`config.mk`:
```
export PLATFORM = sky130hd
export DESIGN_NAME = dram_refresh_seq
export DESIGN_NICKNAME = d
export VERILOG_FILES = /design/src/rtl/dram_rfsh_pkg.sv /design/src/rtl/dram_rfsh_interval.sv /design/src/rtl/dram_rfsh_fsm.sv /design/src/rtl/dram_refresh_seq.sv
export SDC_FILE = /design/constraint.sdc
export NUM_CORES = 1
export LEC_CHECK = 0
export CORE_AREA = 2 2 61 63
export CTS_BUF_LIST = sky130_fd_sc_hd__clkbuf_4 sky130_fd_sc_hd__clkbuf_8
export DETAILED_ROUTE_END_ITERATION = 10
export DIE_AREA = 0 0 63 65
export PLACE_DENSITY = 0.82
export REMOVE_ABC_BUFFERS = 1
export SLEW_MARGIN = 25
export SYNTH_ARGS = -nofsm -noshare
export SYNTH_HDL_FRONTEND = slang
export SYNTH_HIERARCHICAL = 1
export SYNTH_SLANG_ARGS = --single-unit
```
`constraint.sdc`:
```
create_clock -name clk -period 8.6 [get_ports clk]
set_clock_uncertainty 0.15 [all_clocks]
set_input_delay 1.72 -clock clk [delete_from_list [all_inputs] [get_ports clk]]
set_output_delay 1.72 -clock clk [all_outputs]
set_load 0.02 [all_outputs]
```
`src/rtl/dram_rfsh_pkg.sv`:
```
package dram_rfsh_pkg;

    typedef enum logic [2:0] {
        ST_WAIT,
        ST_IDLE,
        ST_SETUP,
        ST_ACT,
        ST_PRE
    } rfsh_state_e;

    // strobe levels, active low as driven on the pins
    typedef struct packed {
        logic ras_n;
        logic cas_n;
        logic we_n;
    } strobe_t;

    function automatic int ns_to_cycles(input int ns, input int clk_ns);
        int c;
        c = (ns + clk_ns - 1) / clk_ns;
        return (c < 1) ? 1 : c;
    endfunction

    function automatic int max2(input int a, input int b);
        return (a > b) ? a : b;
    endfunction

endpackage

```
`src/rtl/dram_rfsh_interval.sv`:
```
module dram_rfsh_interval #(
    parameter int IVL      = 1953,
    parameter int PEND_MAX = 4,
    localparam int IVL_W   = $clog2(IVL),
    localparam int PEND_W  = $clog2(PEND_MAX + 1)
) (
    input  logic              clk,
    input  logic              rst,
    input  logic              run,
    input  logic              served,
    output logic              pend_nz,
    output logic [PEND_W-1:0] pend_cnt
);

    logic [IVL_W-1:0] ivl_cnt;
    logic             tick;

    assign tick = run && (ivl_cnt == IVL_W'(IVL - 1));

    always_ff @(posedge clk) begin
        if (rst) begin
            ivl_cnt <= '0;
        end else if (run) begin
            ivl_cnt <= tick ? '0 : ivl_cnt + 1'b1;
        end
    end

    always_ff @(posedge clk) begin
        if (rst) begin
            pend_cnt <= '0;
        end else begin
            case ({tick, served})
                2'b10: if (pend_cnt != PEND_W'(PEND_MAX)) pend_cnt <= pend_cnt + 1'b1;
                2'b01: pend_cnt <= pend_cnt - 1'b1;
                default: pend_cnt <= pend_cnt;
            endcase
        end
    end

    assign pend_nz = (pend_cnt != '0);

endmodule

```
`src/rtl/dram_rfsh_fsm.sv`:
```
module dram_rfsh_fsm
    import dram_rfsh_pkg::*;
#(
    parameter int T_START     = 25000,
    parameter int T_SETUP     = 1,
    parameter int T_ACT       = 8,
    parameter int T_PRE       = 5,
    parameter int INIT_CYCLES = 8,
    localparam int TMR_W      = $clog2(max2(max2(T_START, T_ACT), max2(T_PRE, T_SETUP)) + 1),
    localparam int INIT_W     = $clog2(INIT_CYCLES + 1)
) (
    input  logic    clk,
    input  logic    rst,
    input  logic    pend_nz,
    input  logic    gnt,
    output logic    ready,
    output logic    req,
    output logic    done,
    output logic    own,
    output strobe_t strb
);

    rfsh_state_e       state;
    logic [TMR_W-1:0]  tmr;
    logic [INIT_W-1:0] init_cnt;
    logic              tmr_end;

    assign tmr_end = (tmr == '0);

    always_ff @(posedge clk) begin
        if (rst) begin
            state    <= ST_WAIT;
            tmr      <= TMR_W'(T_START - 1);
            init_cnt <= '0;
            ready    <= 1'b0;
        end else begin
            case (state)
                ST_IDLE: begin
                    if (pend_nz && gnt) begin
                        state <= ST_SETUP;
                        tmr   <= TMR_W'(T_SETUP - 1);
                    end
                end
                default: begin
                    if (!tmr_end) begin
                        tmr <= tmr - 1'b1;
                    end else if (state == ST_WAIT) begin
                        state <= ST_SETUP;
                        tmr   <= TMR_W'(T_SETUP - 1);
                    end else if (state == ST_SETUP) begin
                        state <= ST_ACT;
                        tmr   <= TMR_W'(T_ACT - 1);
                    end else if (state == ST_ACT) begin
                        state <= ST_PRE;
                        tmr   <= TMR_W'(T_PRE - 1);
                    end else if (ready) begin
                        state <= ST_IDLE;
                    end else if (init_cnt == INIT_W'(INIT_CYCLES - 1)) begin
                        ready <= 1'b1;
                        state <= ST_IDLE;
                    end else begin
                        init_cnt <= init_cnt + 1'b1;
                        state    <= ST_SETUP;
                        tmr      <= TMR_W'(T_SETUP - 1);
                    end
                end
            endcase
        end
    end

    assign req  = ready && (state == ST_IDLE) && pend_nz;
    assign done = ready && (state == ST_PRE) && tmr_end;
    assign own  = !ready || (state != ST_IDLE);

    always_comb begin
        strb.ras_n = (state != ST_ACT);
        strb.cas_n = !((state == ST_SETUP) || (state == ST_ACT));
        strb.we_n  = 1'b1;
    end

endmodule

```
`src/rtl/dram_refresh_seq.sv`:
```
module dram_refresh_seq
    import dram_rfsh_pkg::*;
#(
    parameter int CLK_NS          = 8,
    parameter int STARTUP_NS      = 200000,
    parameter int INIT_CYCLES     = 8,
    parameter int REF_INTERVAL_NS = 15625,
    parameter int CAS_SETUP_NS    = 5,
    parameter int CAS_HOLD_NS     = 10,
    parameter int RAS_LOW_NS      = 60,
    parameter int RAS_PRE_NS      = 40,
    parameter int CAS_PRE_NS      = 10,
    parameter int PEND_MAX        = 4,
    parameter int BANKS           = 2,
    localparam int T_START = ns_to_cycles(STARTUP_NS, CLK_NS),
    localparam int T_IVL   = ns_to_cycles(REF_INTERVAL_NS, CLK_NS),
    localparam int T_SETUP = ns_to_cycles(CAS_SETUP_NS, CLK_NS),
    localparam int T_ACT   = max2(ns_to_cycles(RAS_LOW_NS, CLK_NS), ns_to_cycles(CAS_HOLD_NS, CLK_NS)),
    localparam int T_PRE   = max2(ns_to_cycles(RAS_PRE_NS, CLK_NS), ns_to_cycles(CAS_PRE_NS, CLK_NS)),
    localparam int PEND_W  = $clog2(PEND_MAX + 1)
) (
    input  logic             clk,
    input  logic             rst,
    input  logic             rfsh_gnt,
    output logic             rfsh_req,
    output logic             rfsh_done,
    output logic             mem_ready,
    output logic             strobe_own,
    output logic [BANKS-1:0] ras_n,
    output logic             cas_n,
    output logic             we_n
);

    logic              pend_nz;
    logic [PEND_W-1:0] pend_cnt;
    strobe_t           strb;

    dram_rfsh_interval #(
        .IVL      (T_IVL),
        .PEND_MAX (PEND_MAX)
    ) u_ivl (
        .clk      (clk),
        .rst      (rst),
        .run      (mem_ready),
        .served   (rfsh_done),
        .pend_nz  (pend_nz),
        .pend_cnt (pend_cnt)
    );

    dram_rfsh_fsm #(
        .T_START     (T_START),
        .T_SETUP     (T_SETUP),
        .T_ACT       (T_ACT),
        .T_PRE       (T_PRE),
        .INIT_CYCLES (INIT_CYCLES)
    ) u_fsm (
        .clk     (clk),
        .rst     (rst),
        .pend_nz (pend_nz),
        .gnt     (rfsh_gnt),
        .ready   (mem_ready),
        .req     (rfsh_req),
        .done    (rfsh_done),
        .own     (strobe_own),
        .strb    (strb)
    );

    for (genvar b = 0; b < BANKS; b++) begin : g_ras
        assign ras_n[b] = strb.ras_n;
    end

    assign cas_n = strb.cas_n;
    assign we_n  = strb.we_n;

endmodule

```
=== Word level (Yosys, flattened, before mapping) ===
Index checks and enable logic that the tools add are counted.

* Add/subtract/negate cells: 5
* Eq/ne operators: 15
* Mux-type cells: 21
* Bitwise operators: 6
* Reductions and logical operators: 20

{| class="wikitable"
|+ Operators by type and width
! operator !! number
|-
| 15-bit two-way mux || 8
|-
| 3-bit two-way mux || 8
|-
| 15-bit logical NOT || 1
|-
| 15-bit by 1-bit subtractor with 15-bit output (second input constant) || 1
|-
| 6-bit inequality test (second input constant) || 2
|-
| 11-bit by 1-bit adder with 11-bit output (second input constant) || 1
|-
| 11-bit equality test (second input constant) || 1
|-
| 11-bit two-way mux || 1
|-
| 7-bit AND reduction || 1
|-
| 3-bit by 2-bit equality test with 1-bit output (second input constant) || 2
|-
| 1-bit logical AND || 6
|-
| 1-bit inverter || 6
|-
| 3-bit one-hot mux with 2 select lines || 1
|-
| 5-bit AND reduction || 1
|-
| 4-bit by 1-bit adder with 4-bit output (second input constant) || 1
|-
| 4-bit by 3-bit equality test with 1-bit output (second input constant) || 1
|-
| 2-bit by 1-bit inequality test with 1-bit output (second input constant) || 2
|-
| 2-bit AND reduction || 2
|-
| 2-bit nonzero test || 2
|-
| 3-bit by 1-bit adder with 3-bit output (second input constant) || 1
|-
| 3-bit by 1-bit equality test with 1-bit output (second input constant) || 1
|-
| 3-bit equality test (second input constant) || 1
|-
| 3-bit logical NOT || 1
|-
| 3-bit by 1-bit inequality test with 1-bit output (second input constant) || 1
|-
| other kinds (11) || 14
|}

* Bits in registers: 37
* Input bits: 3
* Output and inout port bits: 8
* Logic and storage cells: 73

=== Longest topological paths before layout ===
Gate-level depths: netlist (run 1).

* Depth after elaboration: 8
* Gate-level depth with buffers: 11
* Depth with buffers taken out: 11

=== Cells and area by module ===
The synthesis (run 1) kept the hierarchy.

{| class="wikitable"
|+ Modules (own cells, without submodules)
! module !! times used !! cells each !! area each (um^2) !! seq. area each (um^2)
|-
| dram_rfsh_fsm || 1 || 162 || 1373.8 || 460.4
|-
| dram_rfsh_interval || 1 || 90 || 750.7 || 280.3
|-
| dram_refresh_seq || 1 || 1 || 7.5 || 0.0
|}

=== Worst setup path after synthesis (run 1) ===
OpenSTA, ideal clock, no wires.

* Path type: register to output
* From: register u_fsm.tmr[6]
* To: output port rfsh_done
* Arrival time: 1.570 ns
* Data required time: 6.730 ns
* Path slack: 5.160 ns
* Cell stages (with the launch flop): 5
* Buffers on the path: 1
* Cells stage by stage: dfxtp_1 > buf_6 > nor4_2 > and4_2 > and4_1

* Cells in the longest elaborated chain, start to end: 2

{| class="wikitable"
|+ Ends and longest elaborated chain
! element !! RTL line !! RTL
|-
| from (decl) || dram_rfsh_fsm.sv:24 || <nowiki>logic [TMR_W-1:0] tmr;</nowiki>
|-
| from (signal assigned) || dram_rfsh_fsm.sv:33 || <nowiki>tmr <= TMR_W'(T_START - 1);</nowiki>
|-
| from (signal assigned) || dram_rfsh_fsm.sv:41 || <nowiki>tmr <= TMR_W'(T_SETUP - 1);</nowiki>
|-
| from (signal assigned) || dram_rfsh_fsm.sv:46 || <nowiki>tmr <= tmr - 1'b1;</nowiki>
|-
| 15-bit logical NOT || dram_rfsh_fsm.sv:28 || <nowiki>assign tmr_end = (tmr == '0);</nowiki>
|-
| 1-bit logical AND || dram_rfsh_fsm.sv:72 || <nowiki>assign done = ready && (state == ST_PRE) && tmr_end;</nowiki>
|-
| to (decl) || dram_refresh_seq.sv:26 || <nowiki>output logic rfsh_done,</nowiki>
|}

No other way between the ends.

=== Worst setup path in the final report (run 1) ===
Ends and elaborated chain as after synthesis.

==> results of run 1 <==
## sequential cells by signal (all words and copies together), names as in the netlist
register        count
u_fsm/tmr          15
u_ivl/ivl_cnt      11
u_fsm/init_cnt      4
u_fsm/state         3
u_ivl/pend_cnt      3
u_fsm/ready         1
## through the flow
stage | setup slack, ns | utilization | cell area, sq um | cells | power [mW]
after floorplan | 5.197 | - | 2054 | 241 | 0.1834
after global placement | 4.512 | 0.6306 | 2205 | 298 | 0.1875
after detailed placement | 4.466 | 0.6292 | 2200 | 298 | 0.1876
after CTS | 4.062 | 0.6586 | 2302 | 306 | 0.3364
after global routing | 3.884 | 0.6586 | 2302 | 306 | 0.3456
final | 4.067 | 0.6586 | 2302 | 306 | 0.3334
## critical path: stages, from the launching register on
cell and delay [ns]:
dfxtp_1 0.41, nor4_2 0.53, and4_2 0.34, and4_1 0.37, clkdlybuf4s50_1 0.66
## cell usage in the layout (no fill, tap or decap), types with 2 or more instances in the layout
master	n
nand4_1	6
or4_1	3
nor4_2	3
nand2b_1	4
ha_1	5
dfxtp_1	37
bufinv_16	2
xor2_1	5
a211o_1	2
clkbuf_4	5
nor2b_1	2
nand3_1	2
a31oi_1	5
xnor2_1	7
and4_1	2
a211oi_1	9
nand2_1	24
nor2_1	35
o21ai_1	2
clkdlybuf4s50_1	8
or3_1	4
mux2i_1	2
o21bai_1	6
a221o_1	3
inv_1	7
nand3b_1	2
nor3_1	11
a21oi_1	12
o21ai_0	4
and3_1	4
nor4_1	5
## worst max-delay path by stage
stage,from,to,slack [ns],cells past startpoint
4_1_cts,u_fsm/tmr[6]$_SDFFE_PP0P_,rfsh_done,4.06,4
3_3_place_gp,u_fsm/tmr[6]$_SDFFE_PP0P_,rfsh_done,4.51,4
3_5_place_dp,u_fsm/tmr[6]$_SDFFE_PP0P_,rfsh_done,4.47,4
2_1_floorplan,u_fsm/tmr[6]$_SDFFE_PP0P_,rfsh_done,5.20,3
5_1_grt,u_fsm/tmr[6]$_SDFFE_PP0P_,rfsh_done,3.88,4
6_report,u_fsm/tmr[6]$_SDFFE_PP0P_,rfsh_done,4.07,4
## layer usage
metal	track usage	vias to the layer above
li1	-	936
met1	0.3186	851
met2	0.3896	42
met3	0.04167	4
met4	0.07222	0
met5	0	-
## power groups by stage
stage	Clock [mW]	Combinational, mW	Sequential, mW
2_1_floorplan	0	0.00578	0.178
3_3_place_gp	0	0.00977	0.178
3_5_place_dp	0	0.00972	0.178
4_1_cts	0.153	0.00980	0.174
5_1_grt	0.160	0.0112	0.174
6_report	0.150	0.00974	0.174
## cell type report
| class | count | area [sq um] | share of cell area |
|---|---|---|---|
| Clock buffer | 5 | 37.54 | 0.01630 |
| Clock inverter | 3 | 65.06 | 0.02826 |
| Inverter | 7 | 26.28 | 0.01141 |
| Multi-Input combinational cell | 197 | 1287 | 0.5592 |
| Sequential cell | 37 | 740.7 | 0.3217 |
| Tap cell | 48 | 60.06 | 0.02609 |
| Timing Repair Buffer | 9 | 85.08 | 0.03696 |
## cells in the mapped netlist (all sizes together) (2+ instances only)
cell	n
or3	4
a31oi	5
clkbuf	5
o21bai	6
or4	3
a211oi	9
a21oi	13
nand3	2
xnor2	7
and3	4
nor3	12
and4	3
buf	7
o21ai	7
a221o	3
nand3b	2
nor4	8
nor2	35
a211o	2
xor2	5
dfxtp	37
nor2b	2
nand4	7
inv	7
nand2b	4
nand2	25
nor3b	2
mux2i	2
ha	5
## kinds of logic (layout without fill, tap and decap cells)
kind of cell             count (synthesis)  count (layout)  share of synthesized area
other                                    1               1                   0.001759
XOR/XNOR                                12              12                    0.04930
adder cells (fa/ha/maj)                  6               6                    0.03873
AO/OA/AOI/OAI                           57              57                     0.1913
multiplexers                             3               3                    0.01467
AND/OR/NAND/NOR                        118             118                     0.3081
flip-flops                              37              37                     0.3474
buffers and inverters                   19              24                    0.04871
==> flow_metrics.py, run 1 <==
metrics = {
    "clocking": {
        "cts_tree": "done",
        "cts_root_buf": "clkbuf_4",
        "cts_made_buffers": 5,
        "clk_latency_ns": 0.34,
        "htree_levels": 2,
        "cts_resized": 0,
        "cts_buffer_depth": 2,
        "cts.sinks": 37,
        "post_cts_buffers": 0,
        "clk_pin_slew_ns": 0.12,
        "holdBufCountCts": 0,
    },
    "placed_design": {
        "port_buffers": 9,
        "gp_congestion": 0.8863,
        "dp_hpwl_microns": 2992,
    },
    "worst_hold_path": {
        "min_path_type": "reg2reg",
        "hold_start": "u_fsm/init_cnt[3]$_SDFFE_PP0P_",
        "holdPathEnd": "u_fsm/init_cnt[3]$_SDFFE_PP0P_",
        "hold_depth": 2,
    },
    "route": {
        "m1WireLength_microns": 2094,
        "vias": 1833,
        "first_iter_violations": 93,
        "avgRoutedWirePerCell_microns": 14.03,
        "dr_wl_met3_microns": 182,
        "drt-total-wl_microns": 4294,
        "via_per_inst": 5.990,
        "first_pass_iters": 5,
        "drc": 0,
        "routed.top_layer": "met4",
        "ant_nets": 0,
        "route.met2.wl_microns": 1978,
    },
    "timing": {
        "rsz0062_at_grt": "no",
        "hold_slack_ns": 0.3661,
        "final_hold_viol_count": 0,
        "period_share": 0.5271,
        "setup_viol": 0,
        "tns_ns": 0,
        "slew_viol_final": 0,
        "slew_headroom": 0.3651,
        "min_period_ns": 4.533,
        "fmax_mhz": 220.6,
        "worst_slew_pin_slew_ns": 0.9489,
    },
    "power": {
        "pwr-share-comb": 0.029,
        "power_density_mw_per_mm2": 144.8,
        "p_sw_frac": 0.2017,
        "clock_power_share": 0.449,
        "ir_drop_mv": 0.1042,
        "power.switching_mw": 0.06726,
        "p_int_mw": 0.2661,
        "power_leakage_nw": 0.8193,
        "pwr-share-seq": 0.522,
    },
    "grt": {
        "grt_pass1_wl_microns": 7866,
        "track_usage": 0.2375,
        "overflow": 0,
        "grt_antenna_before_repair": 0,
        "grt_pass1_vias": 1744,
        "grt_max_degree": 32,
    },
    "finish": {
        "n_antenna_cell": 0,
        "fillCellCount": 303,
        "drive_above_1_share": 0.08915,
        "synthToLayoutAreaGrowth_pct": 7.981,
        "num-nets-final": 266,
    },
    "worst_setup_path": {
        "rr_worst_depth": 7,
        "r2r-start": "u_fsm/tmr[6]$_SDFFE_PP0P_",
        "criticalPathCategory": "reg2out",
        "cp-end-kind": "primary output",
        "r2r_slack_ns": 5.61,
        "cp.arrival_ns": 2.66,
        "cp-start-kind": "flip-flop",
        "r2r-end": "u_ivl/pend_cnt[1]$_SDFFE_PP0P_",
        "critPathMaxFanout": 9,
        "worstPathRequired_ns": 6.73,
    },
    "synthesis": {
        "synth-edff-count": 0,
        "netlist_area_sq_mm": 0.002132,
        "ys.flop_type": "dfxtp_1",
        "yosysWarnings": 6,
        "async_reset_ff_frac": 0,
        "yosysUniqueCellTypes": 60,
        "synth_top_area_frac": 0.3474,
        "yosysTopAreaCell": "dfxtp_1",
        "syn_area_per_cell_sq_um": 8.427,
        "yosysSeqAreaShare": 0.3474,
        "synth_cells": 253,
        "synth-seq-cells": 37,
        "yosys-top-cells-area": "dfxtp_1, nor2_1, nand2_1",
    },
    "die": {
        "start_util": 0.6099,
        "chipHeight_microns": 65,
        "io_pins": 11,
        "dieArea_sq_mm": 0.004095,
        "die_w_microns": 63,
        "core_region_area_sq_mm": 0.003496,
        "fp-row-count": 22,
    },
    "outcome": {
        "status": "complete, no violations",
    },
    "flow_run": {
        "maxCapViolCount": 0,
    },
}
No activity file was read; power rests on OpenSTA's default activity.
==> run 2: changes to the inputs <==
--- a/config.mk
+++ b/config.mk
@@ -5,11 +5,11 @@
 export SDC_FILE = /design/constraint.sdc
 export NUM_CORES = 1
 export LEC_CHECK = 0
-export CORE_AREA = 2 2 61 63
+export CORE_AREA = 2 2 62 64
 export CTS_BUF_LIST = sky130_fd_sc_hd__clkbuf_4 sky130_fd_sc_hd__clkbuf_8
 export DETAILED_ROUTE_END_ITERATION = 10
-export DIE_AREA = 0 0 63 65
-export PLACE_DENSITY = 0.82
+export DIE_AREA = 0 0 64 66
+export PLACE_DENSITY = 0.8
 export REMOVE_ABC_BUFFERS = 1
 export SLEW_MARGIN = 25
 export SYNTH_ARGS = -nofsm -noshare
==> constraint.sdc (replaced) <==
create_clock -name clk -period 4.76 [get_ports clk]
set_clock_uncertainty 0.15 [all_clocks]
set_input_delay 0.952 -clock clk [delete_from_list [all_inputs] [get_ports clk]]
set_output_delay 0.952 -clock clk [all_outputs]
set_load 0.02 [all_outputs]
==> run 2 against run 1 <==
  * Register-to-register slack worse by 3.8 ns
  * Combinational power up 89%
  * Non-clock buffer count up 1
  * Worst setup slack worse by 3.1 ns
  * Cell count up 0.33%
  * Sequential share of layout area up 0.28 points
  * Utilization down 1.6 points
  * Total power up 58%
==> flow_metrics.py, run 2 (synthesis gave the netlist of run 1 again) <==
metrics = {
    "route": {
        "first_iter_violations": 109,
        "vias": 1859,
        "via_per_inst": 6.055,
        "first_pass_iters": 4,
        "ant_nets": 0,
        "avgRoutedWirePerCell_microns": 14.50,
        "drc": 0,
        "drt-total-wl_microns": 4453,
    },
    "clocking": {
        "cts.sinks": 37,
        "cts_root_buf": "clkbuf_4",
        "cts_tree": "done",
        "htree_levels": 2,
        "clk_latency_ns": 0.34,
        "clk_pin_slew_ns": 0.11,
        "cts_made_buffers": 5,
        "cts_resized": 0,
        "post_cts_buffers": 0,
        "cts_buffer_depth": 2,
        "holdBufCountCts": 0,
    },
    "worst_setup_path": {
        "r2r-start": "u_fsm/tmr[6]$_SDFFE_PP0P_",
        "endpoint": "rfsh_done",
        "cp-start-kind": "flip-flop",
        "cp-end-kind": "primary output",
        "worstPathRequired_ns": 3.66,
        "r2r_slack_ns": 1.77,
        "cp.arrival_ns": 2.66,
        "crit_start": "u_fsm/tmr[6]$_SDFFE_PP0P_",
        "critPathMaxFanout": 9,
        "rr_worst_depth": 7,
        "criticalPathCategory": "reg2out",
        "r2r-end": "u_ivl/pend_cnt[1]$_SDFFE_PP0P_",
    },
    "grt": {
        "grt_pass1_vias": 1685,
        "grt_antenna_before_repair": 0,
        "grt_max_degree": 24,
        "overflow": 0,
        "track_usage": 0.2302,
        "grt_pass1_wl_microns": 7652,
    },
    "die": {
        "fp-row-count": 22,
        "die_w_microns": 64,
        "io_pins": 11,
        "dieArea_sq_mm": 0.004224,
        "start_util": 0.6004,
        "chipHeight_microns": 66,
        "core_region_area_sq_mm": 0.003551,
    },
    "placed_design": {
        "dp_hpwl_microns": 3140,
        "pre_cts_ws_ns": 1.407,
        "port_buffers": 9,
        "placed_cells": 299,
        "gp_congestion": 0.8369,
    },
    "finish": {
        "num-nets-final": 267,
        "n_antenna_cell": 0,
        "largest-register": "u_fsm/tmr",
        "largest_register_ffs": 15,
        "fillCellCount": 304,
        "drive_above_1_share": 0.08880,
        "final_cells": 307,
        "reg_top3": "u_fsm/tmr: 15 flops, u_ivl/ivl_cnt: 11 flops, u_fsm/init_cnt: 4 flops",
        "synthToLayoutAreaGrowth_pct": 7.042,
        "mostFrequentLayoutCells": "dfxtp_1, nor2_1, nand2_1, a21oi_1, nor3_1",
        "layout_commonest_cell": "dfxtp_1",
    },
    "power": {
        "power_density_mw_per_mm2": 230.2,
        "pwr-share-comb": 0.035,
        "ir_drop_mv": 0.1901,
        "p_int_mw": 0.4047,
        "p_sw_frac": 0.2295,
        "power.switching_mw": 0.1205,
        "power_leakage_nw": 0.8102,
        "clock_power_share": 0.366,
        "pwr-share-seq": 0.599,
    },
    "timing": {
        "period_share": 0.7901,
        "worst_slack_ns": 0.9991,
        "worst_slew_pin_slew_ns": 0.9067,
        "tns_ns": 0,
        "setup_viol": 0,
        "min_period_ns": 3.761,
        "fmax_mhz": 265.9,
        "hold_slack_ns": 0.3838,
        "final_hold_viol_count": 0,
        "slew_headroom": 0.3933,
        "slew_viol_final": 0,
        "rsz0062_at_grt": "no",
    },
    "outcome": {
        "status": "complete, no violations",
    },
    "worst_hold_path": {
        "min_path_type": "reg2reg",
        "hold_start": "u_ivl/ivl_cnt[10]$_SDFFE_PP0P_",
    },
    "flow_run": {
        "maxCapViolCount": 0,
    },
}
## run 2: cell count changes in the layout (fill, tap and decap cells not counted), sizes merged
cell | previous run | this run
clkbuf | 5 | 7
clkdlybuf4s50 | 8 | 9
bufinv | 2 | 0
## run 2: worst min-delay path by stage
stage                                     end  slack [ns]  depth (start not counted)
3_5_place_dp   u_ivl/ivl_cnt[10]$_SDFFE_PP0P_        0.36                          2
4_1_cts        u_ivl/ivl_cnt[10]$_SDFFE_PP0P_        0.39                          2
3_3_place_gp   u_fsm/init_cnt[3]$_SDFFE_PP0P_        0.35                          2
5_1_grt             u_fsm/tmr[2]$_SDFFE_PP1P_        0.42                          2
6_report       u_ivl/ivl_cnt[10]$_SDFFE_PP0P_        0.38                          2
2_1_floorplan  u_ivl/pend_cnt[2]$_SDFFE_PP0P_        0.32                          1
## run 2: power by group through the flow
stage          clock network [mW]  registers (mW)  logic (mW)
4_1_cts                     0.196           0.314      0.0184
3_3_place_gp                    0           0.321      0.0182
5_1_grt                     0.206           0.315      0.0209
2_1_floorplan                   0           0.321      0.0104
6_report                    0.193           0.314      0.0184
3_5_place_dp                    0           0.321      0.0183
## run 2: routing by layer
metal,track usage,up-vias,part of all wire
li1,-,930,-
met1,0.3134,891,0.50
met2,0.3659,33,0.45
met3,0.03748,5,0.036
met4,0.08696,0,0.013
met5,0,-,0
## run 2: area by class of cell
type | instances | area (sq um) | share of cell area
Clock buffer | 7 | 65.06 | 0.02851
Sequential cell | 37 | 740.7 | 0.3246
Tap cell | 48 | 60.06 | 0.02632
Clock inverter | 1 | 5.005 | 0.002193
Multi-Input combinational cell | 197 | 1287 | 0.5641
Inverter | 7 | 26.28 | 0.01151
Timing Repair Buffer | 10 | 97.59 | 0.04276
## run 2: worst max-delay path, stage by stage (launching register included)
cell	delay [ns]
dfxtp_1	0.41
nor4_2	0.53
and4_2	0.34
and4_1	0.37
clkdlybuf4s50_1	0.66
## run 2: per-stage QoR
| stage | cell area [sq um] | util | power (mW) |
|---|---|---|---|
| CTS | 2282 | 0.6427 | 0.5285 |
| floorplan | 2054 | - | 0.3313 |
| global route | 2282 | 0.6427 | 0.5416 |
| finish | 2282 | 0.6427 | 0.5253 |
| global placement | 2212 | 0.6230 | 0.3394 |
| detailed placement | 2212 | 0.6230 | 0.3398 |
